**src/rtl/vgd_pkg.sv**
```systemverilog
// Shared definitions for the vertical gate-drive pulse generator.
// Assumes: window indices are used to pick bounds in a generate loop.
package vgd_pkg;
    // Index of each pulse window built from the line timer.
    typedef enum int {
        WIN_ENB = 0,
        WIN_PCG = 1,
        WIN_CLR = 2,
        WIN_VST = 3
    } win_e;

    localparam int NUM_WIN = 4;
endpackage

```
**src/rtl/vgd_line_timer.sv**
```systemverilog
// Line timer: restarts at zero on each accepted line strobe and counts up
// until it reaches END, where it parks. END is the idle value.
// Assumes: END fits in TW bits.
module vgd_line_timer #(
    parameter int END = 142,
    parameter int TW  = 8
) (
    input  logic          clk,
    input  logic          rst_n,
    input  logic          start,
    output logic [TW-1:0] t
);
    localparam logic [TW-1:0] END_T = TW'(END);

    // Restart on start, count while below END, otherwise hold.
    always_ff @(posedge clk) begin
        if (!rst_n)          t <= END_T;
        else if (start)      t <= '0;
        else if (t != END_T) t <= t + 1'b1;
    end
endmodule

```
**src/rtl/vgd_pulse_win.sv**
```systemverilog
// Registered window pulse: high one cycle after the timer enters [LO, HI),
// low one cycle after it leaves. Gated by en.
// Assumes: LO < HI and both fit in TW bits.
module vgd_pulse_win #(
    parameter int TW = 8,
    parameter int LO = 0,
    parameter int HI = 1
) (
    input  logic          clk,
    input  logic          rst_n,
    input  logic          en,
    input  logic [TW-1:0] t,
    output logic          q
);
    localparam logic [TW-1:0] LO_T = TW'(LO);
    localparam logic [TW-1:0] HI_T = TW'(HI);

    // Register window membership so every pulse shares one cycle of latency.
    always_ff @(posedge clk) begin
        if (!rst_n) q <= 1'b0;
        else        q <= en && (t >= LO_T) && (t < HI_T);
    end
endmodule

```
**src/rtl/vgd_frame_ctl.sv**
```systemverilog
// Frame control: arms on the first frame strobe, qualifies line strobes,
// counts lines per frame and latches whether the current line is the first
// one. Also registers the scan direction.
// Assumes: LINES >= 2; frame and line strobes are one cycle wide.
module vgd_frame_ctl #(
    parameter int LINES = 480
) (
    input  logic clk,
    input  logic rst_n,
    input  logic frame_stb,
    input  logic line_stb,
    input  logic edge_tick,
    input  logic dir_down,
    output logic armed,
    output logic line_go,
    output logic first,
    output logic scan_down
);
    localparam int LW = (LINES > 2) ? $clog2(LINES) : 1;
    localparam logic [LW-1:0] LAST = LW'(LINES - 1);

    logic [LW-1:0] lidx;

    assign line_go = line_stb & armed;

    // Arm once the first frame strobe is seen.
    always_ff @(posedge clk) begin
        if (!rst_n) armed <= 1'b0;
        else        armed <= armed | frame_stb;
    end

    // Line index: cleared by a frame strobe, advanced on each row clock edge.
    always_ff @(posedge clk) begin
        if (!rst_n)         lidx <= '0;
        else if (frame_stb) lidx <= '0;
        else if (edge_tick) lidx <= (lidx == LAST) ? '0 : lidx + 1'b1;
    end

    // Latch the first-line flag at the start of each line.
    always_ff @(posedge clk) begin
        if (!rst_n)       first <= 1'b0;
        else if (line_go) first <= (lidx == '0);
    end

    // Pass the direction through, held low until armed.
    always_ff @(posedge clk) begin
        if (!rst_n) scan_down <= 1'b0;
        else        scan_down <= armed & dir_down;
    end
endmodule

```
**src/rtl/vgd_gate_pulser.sv**
```systemverilog
// Vertical gate-drive pulse generator. Each accepted line strobe starts a
// line timer. The row clock toggles at VCK_OFS. Precharge, clear, enable and
// start windows are fixed offsets around that point.
// Assumes: VCK_OFS >= max(CLR_W, PCG_LEAD+PCG_W, VST_SU); VST_HD < ENB_DLY+ENB_W;
// line strobes arrive more than LINE_END cycles apart.
module vgd_gate_pulser #(
    parameter int LINES    = 480,
    parameter int VCK_OFS  = 64,
    parameter int ENB_DLY  = 8,
    parameter int ENB_W    = 70,
    parameter int PCG_LEAD = 14,
    parameter int PCG_W    = 24,
    parameter int CLR_W    = 62,
    parameter int VST_SU   = 4,
    parameter int VST_HD   = 4
) (
    input  logic clk,
    input  logic rst_n,
    input  logic frame_stb,
    input  logic line_stb,
    input  logic dir_down,
    output logic row_clk,
    output logic row_start,
    output logic gate_en,
    output logic prechg,
    output logic unif_clr,
    output logic scan_down
);
    import vgd_pkg::*;

    localparam int LINE_END = VCK_OFS + ENB_DLY + ENB_W;
    localparam int TW = $clog2(LINE_END + 1);
    localparam logic [TW-1:0] EDGE_T = TW'(VCK_OFS);

    localparam int WLO [NUM_WIN] = '{VCK_OFS + ENB_DLY, VCK_OFS - PCG_LEAD - PCG_W,
                                     VCK_OFS - CLR_W,   VCK_OFS - VST_SU};
    localparam int WHI [NUM_WIN] = '{LINE_END,          VCK_OFS - PCG_LEAD,
                                     VCK_OFS,           VCK_OFS + VST_HD};

    logic [TW-1:0]      t;
    logic               armed, line_go, first, edge_tick;
    logic [NUM_WIN-1:0] win_en, win_q;

    assign edge_tick = (t == EDGE_T);
    assign win_en    = {first, 3'b111};

    vgd_frame_ctl #(.LINES(LINES)) u_frame (
        .clk(clk), .rst_n(rst_n), .frame_stb(frame_stb), .line_stb(line_stb),
        .edge_tick(edge_tick), .dir_down(dir_down), .armed(armed),
        .line_go(line_go), .first(first), .scan_down(scan_down)
    );

    vgd_line_timer #(.END(LINE_END), .TW(TW)) u_timer (
        .clk(clk), .rst_n(rst_n), .start(line_go), .t(t)
    );

    // One registered window per auxiliary pulse.
    for (genvar g = 0; g < NUM_WIN; g++) begin : g_win
        vgd_pulse_win #(.TW(TW), .LO(WLO[g]), .HI(WHI[g])) u_win (
            .clk(clk), .rst_n(rst_n), .en(win_en[g]), .t(t), .q(win_q[g])
        );
    end

    assign gate_en   = win_q[WIN_ENB];
    assign prechg    = win_q[WIN_PCG];
    assign unif_clr  = win_q[WIN_CLR];
    assign row_start = win_q[WIN_VST];

    // Row clock flips once per line, with the same latency as the windows.
    always_ff @(posedge clk) begin
        if (!rst_n) row_clk <= 1'b0;
        else        row_clk <= row_clk ^ edge_tick;
    end
endmodule

```
**config.mk**
```make
export PLATFORM = sky130hd
export DESIGN_NAME = vgd_gate_pulser
export DESIGN_NICKNAME = d
export VERILOG_FILES = /design/src/rtl/vgd_pkg.sv /design/src/rtl/vgd_line_timer.sv /design/src/rtl/vgd_pulse_win.sv /design/src/rtl/vgd_frame_ctl.sv /design/src/rtl/vgd_gate_pulser.sv
export SDC_FILE = /design/constraint.sdc
export NUM_CORES = 1
export LEC_CHECK = 0
export ABC_AREA = 1
export BUFFER_PORTS_ARGS = -buffer_cell sky130_fd_sc_hd__buf_4
export CAP_MARGIN = 10
export CELL_PAD_IN_SITES_DETAIL_PLACEMENT = 0
export CELL_PAD_IN_SITES_GLOBAL_PLACEMENT = 1
export CORE_MARGIN = 10
export CORE_UTILIZATION = 45
export DETAILED_ROUTE_END_ITERATION = 10
export MAX_ROUTING_LAYER = met4
export PLACE_DENSITY_LB_ADDON = 0.2
export SLEW_MARGIN = 0
export SYNTH_ARGS = -nofsm -noshare
export SYNTH_HDL_FRONTEND = slang
export SYNTH_HIERARCHICAL = 1
export SYNTH_SLANG_ARGS = --single-unit
```
**constraint.sdc**
```tcl
create_clock -name clk -period 2.9 [get_ports clk]
set_clock_uncertainty 0.2 [all_clocks]
set_input_delay 0.29 -clock clk [delete_from_list [all_inputs] [get_ports clk]]
set_output_delay 0.29 -clock clk [all_outputs]
set_load 0.02 [all_outputs]
```
==> flow_metrics.tcl, run 1 <==
set metrics [dict create \
    outcome "completed" \
    ys_ff_latch 25 \
    cp_slowest_cell "dfxtp_1" \
    synth_edf_count 0 \
    drv_cap 0 \
    path_class "flip-flop to flip-flop" \
    cp-end-kind "flip-flop" \
    antenna_found_initial 0 \
    utilization_pct 53.76 \
    postLayoutCellArea_um2 1682 \
    ant_nets 0 \
    die_w_um 77.69 \
    grt_pass1_vias 1221 \
    ioPinCount 11 \
    syn2layout_area_growth_pct 12.28 \
    path_cells "nand3_2 > nor2_2 > nand3_2 > nor2_4 > nand2_2 > nand2_2 > nor2_1" \
    hpwlAfterDp_um 2323 \
    grt_pass1_wl_um 5575 \
    drtIter0Drc 84 \
    grt_max_degree 14 \
    synthesis.area_um2 1498 \
    initial_core_util_pct 47.88 \
    rsz0062_at_grt "false" \
    wirelength_um 3041 \
    clk_latency_ps 310 \
    async_reset_ff_share_pct 0 \
    seq_area_frac_synth_pct 33.42 \
    synth-main-ff-cell "dfxtp_1" \
    syn_avg_cell_area_um2 6.373 \
    max_freq_ghz 0.5457 \
    crit_required_ps 2930 \
    num_rows 20 \
    cts_sinks 25 \
    grt_use_total_pct 11.34 \
    synth_warnings 6 \
    syn_inst 235 \
    cp_max_fo 11 \
    crit_family "simple AND/OR/NAND/NOR gates" \
    powerDensity_nw_per_um2 445.3 \
    drive_above_1_share_pct 15.02 \
    crit_buf_inv 0 \
    vias_per_cell 4.364 \
    hold_viol_final 0 \
    power_leakage_nw 0.7950 \
    r2r_slack_ps 1070 \
    tns_ps 0 \
    fin_nets 263 \
    cts_tree "yes" \
    numPortBuffers 10 \
    ir_drop_mv 0.2305 \
    maxSlewViolCount 0 \
    num_vias 1296 \
    num_antenna_cells 0 \
    cts_root_buf "clkbuf_4" \
    cp-start-kind "flip-flop" \
    cts.reportedPaths.clkPinSlew_ps 130 \
    wl_per_cell_um 10.24 \
    cts_resized 0 \
    h-tree-depth 1 \
    routabilityCongestion 0.8474 \
    timing.final.ws_setup_ps 1067 \
    place_area_um2 1635 \
    drcViolationCount 0 \
    period_share_pct 63.19 \
    min_period_ps 1833 \
    slowest_delay_ps 600 \
    finalSetupViolations 0 \
    hp-class "input port to flip-flop" \
    dieArea_um2 6036 \
    dp_worst_setup_slack_ps 1064 \
    critPathArrivalTime_ps 1860 \
    ys_types 25 \
    die_h_um 77.69 \
    cts_buffer_depth 2 \
    fillCellCount 314 \
    gr-total-overflow 0 \
    numCtsBuffers 3 \
    design.core.area_um2 3128 \
    dr.pass1.iters 4 \
]
## layer usage
layer	routed length [µm]	up-vias	track usage (%)
met5	0	-	-
met3	204	2	4.147
met4	22	0	2.190
li1	-	742	-
met2	1162	29	15.26
met1	1651	523	15.68
## cell families (layout without fill, tap and decap cells)
family          after synthesis  in the layout  synth area share, %
simple gates                145            145                45.36
other cells                   1              3               0.2504
xor+xnor                      2              2                1.170
compound gates               15             15                5.597
flops                        25             25                33.42
fa+ha+maj                     4              4                3.342
buf+inv                      43             59                10.86
## worst paths after layout
| check | start | to | cells past startpoint |
|---|---|---|---|
| hold / removal | rst_n | u_timer/t[3] | 2 |
| hold reg to reg | u_frame/armed | u_frame/scan_down | 2 |
| setup / recovery | u_timer/t[6] | u_frame/lidx[3] | 7 |
| setup reg to reg | u_timer/t[6] | u_frame/lidx[3] | 7 |
## cell usage after synthesis, types with 3 or more instances
master / count / area (µm²)
nor2_4: 4 / 45.04
nand4_1: 3 / 18.77
nor2_2: 7 / 43.79
dfxtp_1: 25 / 500.5
o21ai_0: 3 / 15.01
ha_1: 4 / 50.05
a21oi_1: 9 / 45.04
inv_1: 40 / 150.1
nand2_1: 67 / 251.5
nand3_2: 4 / 40.04
nand3_1: 13 / 65.06
nand2_2: 4 / 25.02
nor2_1: 37 / 138.9
## layout by cell type, fill, tap and decap left out, types with 3 or more instances in the layout
cell type,n
a21oi_1,9
buf_4,10
clkbuf_4,3
conb_1,3
dfxtp_1,25
ha_1,4
inv_1,40
nand2_1,67
nand2_2,4
nand3_1,13
nand3_2,4
nand4_1,3
nor2_1,37
nor2_2,7
nor2_4,4
o21ai_0,3
## sequential cells by signal, summed over array words and instances, names as in the netlist
name and flops:
u_frame/lidx 9, u_timer/t 8, g_win.u_win/q 4, row_clk 1
u_frame/armed 1, u_frame/first 1, u_frame/scan_down 1
## cell type report
type,count,area (µm²),share of cell area [%]
clock buffer,4,26.28,1.563
inverter,43,162.7,9.673
multi-input combinational,169,842.1,50.07
sequential,25,500.5,29.76
tap,44,55.05,3.274
timing repair buffer,12,95.09,5.655
## stage by stage
stage	power [mW]	hold slack [ps]	instances
detailed placement	0.6016	246.9	291
finish	0.7487	21.04	297
global route	0.8135	16.73	297
floorplan	0.5560	158.7	237
CTS	0.7647	9.519	297
global placement	0.6035	243.8	291
## power by group
part           switching, mW  internal (mW)  leakage, nW
Sequential            0.0443          0.364        0.204
Combinational          0.110         0.0759        0.576
Clock                  0.101         0.0538       0.0150
## repair_timing
action,in CTS,in global routing
setup buffers,0,0
hold endpoints to repair,3,0
setup endpoints to repair,0,0
hold buffers,2,0
Power figures use the tool's default switching activity.
==> inputs of run 2 (changes only) <==
--- a/config.mk
+++ b/config.mk
@@ -11,7 +11,7 @@
 export CELL_PAD_IN_SITES_DETAIL_PLACEMENT = 0
 export CELL_PAD_IN_SITES_GLOBAL_PLACEMENT = 1
 export CORE_MARGIN = 10
-export CORE_UTILIZATION = 45
+export CORE_UTILIZATION = 37
 export DETAILED_ROUTE_END_ITERATION = 10
 export MAX_ROUTING_LAYER = met4
 export PLACE_DENSITY_LB_ADDON = 0.2
==> constraint.sdc (replaced) <==
create_clock -name clk -period 1.61 [get_ports clk]
set_clock_uncertainty 0.2 [all_clocks]
set_input_delay 0.161 -clock clk [delete_from_list [all_inputs] [get_ports clk]]
set_output_delay 0.161 -clock clk [all_outputs]
set_load 0.02 [all_outputs]
==> run 2 against run 1 <==
- fmax increased by 21%
- clock power grew 140%
- non-clock buffer count grew 13
- critical path type unchanged
- critical endpoint unchanged
==> flow_metrics.tcl, run 2 (same netlist as run 1, synthesis figures left out) <==
set metrics [dict create \
    outcome "completed" \
    postLayoutCellArea_um2 1834 \
    h-tree-depth 1 \
    die_h_um 83.62 \
    place_area_um2 1719 \
    path_class "flip-flop to flip-flop" \
    reg2reg_from "u_timer/t[3]" \
    cp_max_fo 6 \
    grt_pass1_vias 1305 \
    whs_ps 253.6 \
    crit_required_ps 1580 \
    cts_root_buf "clkbuf_8" \
    critPathArrivalTime_ps 1480 \
    grt_max_degree 14 \
    hold_viol_final 0 \
    design.core.area_um2 3971 \
    initial_core_util_pct 37.71 \
    clk_latency_ps 270 \
    min_path_cells 2 \
    routabilityCongestion 0.8377 \
    ioPinCount 11 \
    cp-start-kind "flip-flop" \
    die_w_um 83.62 \
    syn2layout_area_growth_pct 22.47 \
    ir_drop_mv 0.5465 \
    num_antenna_cells 0 \
    instances_no_fill 316 \
    drtIter0Drc 54 \
    cts_buffer_depth 2 \
    dr.pass1.iters 4 \
    totalPowerFinal_mw 1.508 \
    min_period_ps 1518 \
    dp.cells 307 \
    num_vias 1420 \
    gr-total-overflow 0 \
    drive_above_1_share_pct 19.92 \
    numPortBuffers 10 \
    hpwlAfterDp_um 2566 \
    cts.reportedPaths.clkPinSlew_ps 90 \
    r2r_slack_ps 90 \
    reg2regPathDepth 8 \
    grt_pass1_wl_um 5892 \
    cp-end-kind "flip-flop" \
    hold_path_startpoint "u_frame/armed" \
    hold_end "u_frame/scan_down" \
    period_share_pct 94.26 \
    regToRegEndpoint "u_frame/lidx[3]" \
    cts_sinks 25 \
    largest_register "u_frame/lidx" \
    vias_per_cell 4.494 \
    finalSetupViolations 0 \
    max_freq_ghz 0.6590 \
    power_leakage_nw 0.8704 \
    layout_common_cells "nand2_1, inv_1, nor2_1" \
    wl_per_cell_um 10.74 \
    dieArea_um2 6992 \
    wirelength_um 3394 \
    final_common_cell "nand2_1" \
    largest_reg_flops 9 \
    drv_cap 0 \
    powerDensity_nw_per_um2 822.2 \
    ant_nets 0 \
    numCtsBuffers 3 \
    drcViolationCount 0 \
    maxSlewViolCount 0 \
    antenna_found_initial 0 \
    grt_use_total_pct 10.28 \
    fin_nets 276 \
    top_regs "u_frame/lidx x9, u_timer/t x8, g_win.u_win/q x4" \
    hp-class "flip-flop to flip-flop" \
    cts_tree "yes" \
    num_rows 23 \
]
run 2: changes by cell type in the layout (fill, tap and decap cells not counted), moves of 2 or more:
cell,delta
clkbuf_4,-3
nor2_1,-2
buf_4,+11
dlygate4sd3_1,+2
nor2_4,+2
clkbuf_8,+3
run 2: worst max-delay path by stage:
stage,from,endpoint,slack [ps],cells past startpoint
floorplan,u_timer/t[4],u_frame/lidx[3],0.1,8
global placement,u_timer/t[1],u_frame/lidx[5],140,8
detailed placement,u_timer/t[1],u_frame/lidx[5],100,8
CTS,rst_n,u_frame/lidx[7],70,6
global route,u_timer/t[3],u_frame/lidx[3],-0.07,8
finish,u_timer/t[3],u_frame/lidx[3],90,8
run 2: power by group:
| group | switching (mW) | internal (mW) |
|---|---|---|
| logic | 0.286 | 0.178 |
| clock network | 0.193 | 0.177 |
| registers | 0.0202 | 0.655 |
run 2: critical path: stages (launching register included):
cell and delay [ps]:
dfxtp_1 330, nor2_2 110, nand3_2 90, nor2_4 140, nand3_2 100, nor2_4 210
nand2_2 100, nand2_4 90, nor2_1 50
run 2: what timing repair did:
action,CTS,global route
endpoints found under the hold margin,8,0
hold buffers,4,0
endpoints found under the setup margin,0,7
buffers inserted,0,1
resized for setup,0,6
run 2: layout make-up:
cell class                      count  area, µm²
Fill cell                         431       2137
Multi-Input combinational cell    169      864.6
Sequential cell                    25      501.7
Timing Repair Buffer               25      197.7
Inverter                           43      162.7
Tap cell                           50      62.56
Clock buffer                        4      45.04
run 2: stage by stage:
step                setup slack, ps  utilization (%)  TNS (ps)
floorplan                    0.1078                -         0
global placement              137.6            43.29         0
detailed placement            101.1            43.29         0
CTS                           65.91            45.43         0
global route               -0.07427            46.19  -0.07427
finish                        92.45            46.19         0
run 2: layer usage:
metal / GRT usage (%) / wire length [µm]
met5: - / 0
met4: 2.740 / 29
met3: 2.734 / 138
met2: 15.82 / 1527
met1: 12.90 / 1698
